===== src/rtl/dp_pkg.sv =====
package dp_pkg;
  localparam logic [4:0] FN_XFER_A = 5'b00000;
  localparam logic [4:0] FN_INC_A  = 5'b00001;
  localparam logic [4:0] FN_ADD    = 5'b00010;
  localparam logic [4:0] FN_SUB    = 5'b00101;
  localparam logic [4:0] FN_AND    = 5'b01000;
  localparam logic [4:0] FN_OR     = 5'b01010;
  localparam logic [4:0] FN_XOR    = 5'b01100;
  localparam logic [4:0] FN_NOT_A  = 5'b01110;
  localparam logic [4:0] FN_PASS_B = 5'b10000;
  localparam logic [4:0] FN_SHR_B  = 5'b10100;
  localparam logic [4:0] FN_SHL_B  = 5'b11000;

  localparam int unsigned FN_W = 5;
endpackage


===== src/rtl/dp_regfile.sv =====
module dp_regfile #(
  parameter int unsigned DW   = 8,
  parameter int unsigned NREG = 4,
  localparam int unsigned AW  = $clog2(NREG)
) (
  input  logic            clk,
  input  logic            rst_n,
  input  logic            we,
  input  logic [AW-1:0]   wsel,
  input  logic [DW-1:0]   wdata,
  input  logic [AW-1:0]   asel,
  input  logic [AW-1:0]   bsel,
  output logic [DW-1:0]   adata,
  output logic [DW-1:0]   bdata,
  output logic [NREG-1:0] ld_vec
);
  logic [DW-1:0] regs [NREG];

  // write-select decoder, gated by the write enable
  for (genvar gi = 0; gi < NREG; gi++) begin : g_dec
    assign ld_vec[gi] = we && (wsel == AW'(gi));
  end

  always_ff @(posedge clk or negedge rst_n) begin
    if (!rst_n) begin
      for (int i = 0; i < NREG; i++) regs[i] <= '0;
    end else begin
      for (int i = 0; i < NREG; i++) begin
        if (ld_vec[i]) regs[i] <= wdata;
      end
    end
  end

  assign adata = regs[asel];
  assign bdata = regs[bsel];
endmodule


===== src/rtl/dp_alu.sv =====
module dp_alu
  import dp_pkg::*;
#(
  parameter int unsigned DW = 8
) (
  input  logic [DW-1:0]   a,
  input  logic [DW-1:0]   b,
  input  logic [FN_W-1:0] fn,
  output logic [DW-1:0]   f,
  output logic            v,
  output logic            c,
  output logic            n,
  output logic            z
);
  localparam logic [DW-1:0] ONE = DW'(1);

  function automatic logic [DW:0] add_ext(input logic [DW-1:0] x,
                                          input logic [DW-1:0] y,
                                          input logic ci);
    return {1'b0, x} + {1'b0, y} + {{DW{1'b0}}, ci};
  endfunction

  function automatic logic add_ovf(input logic [DW-1:0] x,
                                   input logic [DW-1:0] y,
                                   input logic [DW-1:0] r);
    return (x[DW-1] == y[DW-1]) && (r[DW-1] != x[DW-1]);
  endfunction

  function automatic logic sub_ovf(input logic [DW-1:0] x,
                                   input logic [DW-1:0] y,
                                   input logic [DW-1:0] r);
    return (x[DW-1] != y[DW-1]) && (r[DW-1] != x[DW-1]);
  endfunction

  logic [DW:0] sum;

  always_comb begin
    sum = '0;
    f   = '0;
    c   = 1'b0;
    v   = 1'b0;
    case (fn)
      FN_XFER_A: f = a;
      FN_INC_A: begin
        sum = add_ext(a, ONE, 1'b0);
        f   = sum[DW-1:0];
        c   = sum[DW];
        v   = add_ovf(a, ONE, sum[DW-1:0]);
      end
      FN_ADD: begin
        sum = add_ext(a, b, 1'b0);
        f   = sum[DW-1:0];
        c   = sum[DW];
        v   = add_ovf(a, b, sum[DW-1:0]);
      end
      FN_SUB: begin
        sum = add_ext(a, ~b, 1'b1);
        f   = sum[DW-1:0];
        c   = sum[DW];
        v   = sub_ovf(a, b, sum[DW-1:0]);
      end
      FN_AND:    f = a & b;
      FN_OR:     f = a | b;
      FN_XOR:    f = a ^ b;
      FN_NOT_A:  f = ~a;
      FN_PASS_B: f = b;
      FN_SHR_B:  f = b >> 1;
      FN_SHL_B:  f = b << 1;
      default:   f = '0;
    endcase
  end

  assign n = f[DW-1];
  assign z = (f == '0);
endmodule


===== src/rtl/dp_ram.sv =====
module dp_ram #(
  parameter int unsigned DW   = 8,
  localparam int unsigned DEPTH = 1 << DW
) (
  input  logic          clk,
  input  logic          we,
  input  logic [DW-1:0] addr,
  input  logic [DW-1:0] wdata,
  output logic [DW-1:0] rdata
);
  logic [DW-1:0] mem [DEPTH];

  always_ff @(posedge clk) begin
    if (we) mem[addr] <= wdata;
  end

  assign rdata = mem[addr];
endmodule


===== src/rtl/dp_core.sv =====
module dp_core
  import dp_pkg::*;
#(
  parameter int unsigned DW   = 8,
  parameter int unsigned NREG = 4,
  localparam int unsigned AW  = $clog2(NREG)
) (
  input  logic            clk,
  input  logic            rst_n,
  input  logic [AW-1:0]   a_sel,
  input  logic [AW-1:0]   b_sel,
  input  logic [AW-1:0]   d_sel,
  input  logic            reg_we,
  input  logic [FN_W-1:0] fn,
  input  logic            mem_we,
  input  logic            dst_mem,
  input  logic            b_const,
  input  logic [DW-1:0]   const_in,
  output logic [DW-1:0]   a_data,
  output logic [DW-1:0]   b_data,
  output logic [DW-1:0]   f_res,
  output logic            ovf,
  output logic            carry,
  output logic            neg,
  output logic            zero,
  output logic [DW-1:0]   mem_rdata,
  output logic [DW-1:0]   wb_data
);
  logic [DW-1:0]   rf_b;
  logic [NREG-1:0] ld_vec;

  dp_regfile #(.DW(DW), .NREG(NREG)) u_rf (
    .clk    (clk),
    .rst_n  (rst_n),
    .we     (reg_we),
    .wsel   (d_sel),
    .wdata  (wb_data),
    .asel   (a_sel),
    .bsel   (b_sel),
    .adata  (a_data),
    .bdata  (rf_b),
    .ld_vec (ld_vec)
  );

  // shared B path: register operand or external constant
  assign b_data = b_const ? const_in : rf_b;

  dp_alu #(.DW(DW)) u_alu (
    .a  (a_data),
    .b  (b_data),
    .fn (fn),
    .f  (f_res),
    .v  (ovf),
    .c  (carry),
    .n  (neg),
    .z  (zero)
  );

  dp_ram #(.DW(DW)) u_ram (
    .clk   (clk),
    .we    (mem_we),
    .addr  (a_data),
    .wdata (b_data),
    .rdata (mem_rdata)
  );

  assign wb_data = dst_mem ? mem_rdata : f_res;
endmodule


===== config.mk =====
export PLATFORM = sky130hd
export DESIGN_NAME = dp_core
export DESIGN_NICKNAME = d
export VERILOG_FILES = /design/src/rtl/dp_pkg.sv /design/src/rtl/dp_regfile.sv /design/src/rtl/dp_alu.sv /design/src/rtl/dp_ram.sv /design/src/rtl/dp_core.sv
export SDC_FILE = /design/constraint.sdc
export NUM_CORES = 2
export LEC_CHECK = 0
export ABC_CLOCK_PERIOD_IN_PS = 13100
export BUFFER_PORTS_ARGS = -buffer_cell sky130_fd_sc_hd__buf_2
export CAP_MARGIN = 20
export CORE_ASPECT_RATIO = 1.75
export CORE_MARGIN = 2
export CORE_UTILIZATION = 68
export CTS_CLUSTER_SIZE = 28
export DETAILED_ROUTE_END_ITERATION = 8
export PLACE_DENSITY = 0.82
export SETUP_SLACK_MARGIN = 0.5
export SYNTH_ARGS = -nofsm -noshare
export SYNTH_HDL_FRONTEND = slang
export SYNTH_SLANG_ARGS = --single-unit

===== constraint.sdc =====
create_clock -name clk -period 13.1 [get_ports clk]
set_input_delay 1.31 -clock clk [delete_from_list [all_inputs] [get_ports clk]]
set_output_delay 1.31 -clock clk [all_outputs]
set_load 0.01 [all_outputs]

# --- Word-level counts from Yosys, hierarchy flattened ---
# Memories as Yosys holds them, arrays and structs flattened.
# Index checks and enable logic that the tools add are counted.
classes:
  add_sub_neg: 4
  n_lt_le_gt_ge: 2
  n_eq_ne: 18
  muxes: 13
  n_bitwise: 8
  n_reduce_logical: 10
ops:
  columns: ["cell", "count"]
  rows:
  - ["case mux 8 bit (11 select lines)", 1]
  - ["two-way mux 8 bit", 6]
  - ["binary-select mux 8 bit (select 2 bit)", 2]
  - ["equality test 5 x 4 -> 1 bit (second input constant)", 4]
  - ["adder 8 x 8 -> 9 bit", 2]
  - ["NOT 8 bit", 2]
  - ["equality test 5 bit (second input constant)", 3]
  - ["adder 8 x 1 -> 9 bit (second input constant)", 1]
  - ["adder 9 x 1 -> 9 bit (second input constant)", 1]
  - ["bitwise AND 8 bit", 1]
  - ["logical NOT 8 bit", 1]
  - ["OR 8 bit", 1]
  - ["bitwise XOR 8 bit", 1]
  - ["logical AND 1 bit", 7]
  - [">= comparator 3 bit (second input constant)", 2]
  - ["NOT 2 -> 3 bit", 2]
  - ["case mux 1 bit (3 select lines)", 2]
  - ["equality test 5 x 1 -> 1 bit (second input constant)", 1]
  - ["equality test 5 x 2 -> 1 bit (second input constant)", 1]
  - ["equality test 5 x 3 -> 1 bit (second input constant)", 1]
  - ["logical NOT 5 bit", 1]
  - ["equality test 2 bit (second input constant)", 2]
  - ["!= test 1 bit", 4]
  - ["equality test 2 x 1 -> 1 bit (second input constant)", 1]
  - ["4 further kinds", 5]
totals:
  ff_bits: 32
  mem_bits_rw: 2048
  memories: 1
memory_table:
  columns: ["name", "words", "width", "read_ports", "rd_clocked_by_memory_dff", "wr", "line_no", "source"]
  rows:
  - ["u_ram.mem", 256, 8, 1, 0, 1, "dp_ram.sv:11", "logic [DW-1:0] mem [DEPTH];"]

# --- Logic depth before layout (Yosys ltp) ---
depth:
  ltp_word: 11
  ltp_mapped: 22
  ltp_nobuf: 16

# --- By module ---
# Synthesis repeated with hierarchy kept, for this count alone.
hier_totals:
  hier_cells: 3885
  area_unflattened_um2: 81824.7
modules_own_cells:
  columns: ["module", "instances", "cells_each", "area_per_inst_um2", "seq_area_each_um2"]
  rows:
  - ["dp_ram", 1, 3539, 78332.6, 61499.0]
  - ["dp_alu", 1, 236, 1622.8, 0.0]
  - ["dp_regfile", 1, 92, 1606.5, 800.8]
  - ["dp_core", 1, 18, 262.8, 0.0]

# --- Worst setup path before layout ---
# OpenSTA, ideal clock, no wires.
synth_timing:
  path_kind: "input to output"
  start: "input port b_sel[0]"
  end: "output port zero"
  arrival_ns: 7.825
  required_time_ns: 11.790
  slack_ns: 3.965
  path_stages: 15
  path_buffers: 1
  cell_sequence: "clkbuf_1 > mux4_2 > mux2i_1 > inv_1 > ha_1 > inv_1 > fa_1 > o21bai_1 > a21oi_1 > nand2_1 > a21oi_1 > a2111oi_0 > o211ai_1 > or4_1 > nor4_2"
synth_between:
  elab_chain_cells: 10
  elab_cells_between_ends: 14
  classes_between: "3 x add/sub; 5 x mux; 5 x bitwise; 1 x reduce/logical"
synth_rtl:
  columns: ["item", "line_no", "source"]
  rows:
  - ["from (decl)", "dp_core.sv:11", "input logic [AW-1:0] b_sel,"]
  - ["NOT 2 -> 3 bit (not written as such) *", "dp_regfile.sv:35", "assign bdata = regs[bsel];"]
  - ["binary-select mux 8 bit (select 2 bit) *", "dp_regfile.sv:35", null]
  - ["two-way mux 8 bit (not written as such) * (2 in a row)", "dp_regfile.sv:35", null]
  - ["two-way mux 8 bit *", "dp_core.sv:46", "assign b_data = b_const ? const_in : rf_b;"]
  - ["named net b_data[0]", "dp_core.sv:20", "output logic [DW-1:0] b_data,"]
  - ["NOT 8 bit", "dp_alu.sv:57", "sum = add_ext(a, ~b, 1'b1);"]
  - ["adder 8 x 8 -> 9 bit", "dp_alu.sv:20", "return {1'b0, x} + {1'b0, y} + {{DW{1'b0}}, ci};"]
  - ["adder 9 x 1 -> 9 bit", "dp_alu.sv:20", null]
  - ["case mux 8 bit (11 select lines) *", "dp_alu.sv:42", "case (fn)"]
  - ["named net f_res[4]", "dp_core.sv:21", "output logic [DW-1:0] f_res,"]
  - ["logical NOT 8 bit *", "dp_alu.sv:74", "assign z = (f == '0);"]
  - ["to (decl)", "dp_core.sv:25", "output logic zero,"]
# Mark *: on every way through the listed nets, which the timed path passes. The rest lies on a longest branch. The select of a mux whose other input is x is not followed.

# --- Final worst setup path ---
layout_timing:
  start: "input port a_sel[0]"
  end: "output port wb_data[2]"
layout_between:
  elab_chain_cells: 8
  elab_cells_between_ends: 15
  classes_between: "4 x add/sub; 5 x mux; 5 x bitwise; 1 x memory"
layout_rtl:
  columns: ["item", "line_no", "source"]
  rows:
  - ["from (decl)", "dp_core.sv:10", "input logic [AW-1:0] a_sel,"]
  - ["NOT 2 -> 3 bit (not written as such) *", "dp_regfile.sv:34", "assign adata = regs[asel];"]
  - ["binary-select mux 8 bit (select 2 bit) *", "dp_regfile.sv:34", null]
  - ["two-way mux 8 bit (not written as such) * (2 in a row)", "dp_regfile.sv:34", null]
  - ["adder 8 x 8 -> 9 bit", "dp_alu.sv:20", null]
  - ["adder 9 x 1 -> 9 bit", "dp_alu.sv:20", null]
  - ["case mux 8 bit (11 select lines)", "dp_alu.sv:42", null]
  - ["two-way mux 8 bit *", "dp_core.sv:67", "assign wb_data = dst_mem ? mem_rdata : f_res;"]
  - ["to (decl)", "dp_core.sv:27", "output logic [DW-1:0] wb_data"]
# Mark *: on every way between the ends. The rest lies on a longest branch, timed or not. The select of a mux whose other input is x is not followed.

==> results.md <==
- Fraction of registers with async set/reset: 1.538%
- Initial antenna violation count: 7
- Floorplan core area: about 120000 sq um
- Cell taking the most area after synthesis: edfxtp_1
- Area grow syn2layout: 8.706%
- DR vias/cell: 6.946
- Final WL: 214000 microns
- Yosys top cell area share: 73.20%
- Fraction of layout cells with a size suffix above 1: about 16%
- Setup TNS: 0 ns
- RSZ-0062 raised after global routing: no
- Final hold violations: 0
- Status: completed
- DRT antenna net count: 0
- Average size of a mapped cell: 17.73 sq um
- Hold path endpoint: u_rf.regs[8]$_DFFE_PN0P_
- Worst reg2reg endpoint: u_ram.mem[63][5]$_DFFE_PP_
- Pwr/cell area: 204.5 nW/um^2
- Max frequency: 121.7 MHz
- Syn Nets: roughly 4800
- Commonest non-fill, non-tap cell in the layout: edfxtp_1
- Worst Tran Pin Value: 1.180 ns
- Mapped Area: 84020 sq um
- CP peak stage delay: 0.84 ns
- Combinational share of power: 29.5%
- Drt wl/cell: 32.80 microns
- Post-synthesis sequential area ratio: 74.15%
- Num CTS Buffers: 164
- Largest cells by area after synthesis: edfxtp_1 (73%), mux2i_1 (7.4%), mux4_2 (5.6%)
- Post-synth cell types: 67
- Maximum VDD drop: ~0.15 mV
- Worst setup margin: 4.883 ns
- Worst path cell trace: buf_2, mux2i_1, nand2_1, o21ai_2, inv_8, buf_12, buf_12, mux2i_1, mux2i_1, a22oi_1, nand4_1, nor3_1, nor4_2, a21oi_2, inv_1, buf_2
- DR pass1 iterations: 9
- Grt total ovfl: 0
- Sequential Power Share: 42.9%
- Register clock-pin slew on the reported worst setup and hold paths: about 0.07 ns
- Worst setup path category: input pin to output port
- Hold path start: u_rf.regs[8]$_DFFE_PN0P_
- DIE WIDTH: 269.7 microns
- I/O pins: 69
- First-pass GRT wire length: between 300000 and 400000 microns
- Crit-path most repeated cell: mux2i_1
- Min cycle time layout: 8.217 ns
- Worst Hold Depth: 2
- Pin count of the biggest net entering global routing: 196
- Multi-input logic area: a little over 20000 sq um
- Final GP Congestion: 0.9687
- Clk buf depth: 3
- HP Class: flip-flop to flip-flop
- R2r startpoint: u_rf.regs[0]$_DFFE_PN0P_
- FP Rows: 170
- Final-report setup violation count: 0
- Final Util: 74.55%
- CTS H-tree depth: 4
- Worst slack, placed: between 5 and 6 ns
- Highest-count cells in the layout ignoring fill and taps: edfxtp_1 (2048), mux2i_1 (617), nand2_1 (313), nor2_1 (274), mux4_2 (207)
- Crit-path slowest cell: nor3_1
- GRT Total Usage: 33.93%
- Worst-skew pair later-pin latency: 0.82 ns
- R2R Setup Slk: ~7 ns
- Post-CTS setup buffer count: 0
- Clock Tree Root: clkbuf_16
- Internal power: 0.01255 W
- Sw Ratio: approximately a third
- Fill count: 6652
- Slew Limit Fails: 0
- Worst endpoint data arrival time: 6.91 ns
- DRT iter0 DRCs: 5941
- Post-synth EDFFs: 2048
- Final Cycle Share: between 60 and 70%
- # port buffers: 68
- Worst Path Max Fanout: 125
- Die area: 126500 sq um
- Worst path required time: ~12 ns
- Part of the power in the clock network: 27.5%
- Max_cap viols: 0
- Synth Warn #: 0
- Slew margin rel.: 20.64%
- Pleak: 29.47 nW
- Critical path capture point type: output port
- Ys flop type: edfxtp_1
- Post-detail-place hpwl: around 130000 microns
- P_sw: 0.006129 W
- Worst Reg2Reg Path Length in Cells: 9
- Synth Instances: roughly 4700
- # hold bufs at CTS: 0
- CTS tree: done
- DRC viols: 0
- CP startpoint kind: input pin
- Die height: around 470 microns
- Routed via count: ~45000
- Post_cts resized: 0
- Initial core utilization: 68.58%
- Vias in the first global route: 45446
- Synthesized flop and latch total: around 2100
- Worst Clk Skew: 0.03018 ns
- Reg area: 62300 sq um
- Sink Count: 2080
- Final #Nets: 4813
[per-stage QoR]
step,hold WS [ns],instance area (sq um),total power [W],cells
after floorplan,0.4667,84020,0.01171,4738
after global placement,0.4809,85740,0.01340,6219
after detailed placement,0.4983,85760,0.01350,6222
after CTS,0.5159,91280,0.01855,6518
after global routing,0.5506,91330,0.01909,6522
final,0.5146,91330,0.01868,6523
[power by group through the flow]
stage	sequential [W]	clock, W	combinational, W
2_1_floorplan	0.00827	0	0.00344
4_1_cts	0.00802	0.00515	0.00538
6_report	0.00802	0.00514	0.00552
3_5_place_dp	0.00816	0	0.00534
3_3_place_gp	0.00815	0	0.00525
5_1_grt	0.00802	0.00537	0.00570
[sequential cells by signal, summed over array words and instances (netlist names)]
name / count
u_rf.regs: 32
u_ram.mem: 2048
[layout make-up]
cell class	count	share of cell area (%)
clock buffer	197	4.769
tap	1634	2.238
antenna	2	0.005480
clock inverter	99	1.275
multi-input combinational	2330	22.12
sequential	2080	68.21
timing repair buffer	143	1.153
inverter	38	0.2301
[logic make-up (layout without fill, tap and decap cells)]
family          count (synthesis)  after routing  synth area share [%]
flops                        2080           2080                 74.15
xor+xnor                       10             10                0.1042
compound gates                458            458                 3.711
mux                           982            982                 15.06
buf+inv                       328            477                 1.970
simple gates                  849            849                 4.523
other cells                     0              2                     0
fa+ha+maj                      31             31                0.4795
[worst max-delay path: cells and delay by family]
kind / cells / cell delay [ns]
AOI/OAI and AO/OA: 3 / 0.92
and+or+nand+nor: 4 / 1.64
muxes: 3 / 0.50
buffers and inverters: 6 / 2.15
[how the worst max path moves through the flow]
stage	start	end	cells past startpoint
6_report	a_sel[0]	wb_data[2]	16
5_1_grt	a_sel[0]	wb_data[2]	13
4_1_cts	a_sel[0]	wb_data[2]	16
3_5_place_dp	a_sel[0]	wb_data[2]	15
3_3_place_gp	a_sel[0]	wb_data[4]	15
2_1_floorplan	b_sel[0]	zero	15
[layer usage]
layer	part of all wire [%]	up-vias	wire length (microns)	global-route usage [%]
met5	0.036	-	78	0
met4	9.8	12	21030	27.74
met3	9.2	800	19740	6.746
met2	49	2954	105300	56.07
met1	32	22739	67840	38.78
li1	-	18802	-	-
[synth_stat cells, types with 11 or more instances]
master,count
a21oi_1,77
a22oi_1,87
and3_1,17
buf_1,27
buf_2,54
buf_4,53
buf_6,21
clkbuf_1,135
dfrtp_1,32
edfxtp_1,2048
ha_1,29
inv_1,35
mux2_2,149
mux2i_1,617
mux4_2,209
nand2_1,313
nand3_1,98
nand4_1,56
nor2_1,276
nor3_1,17
nor4_1,27
nor4_2,11
o211ai_1,168
o21ai_0,14
o21ai_1,32
o22ai_1,43
(Power assumes the default switching activity.)
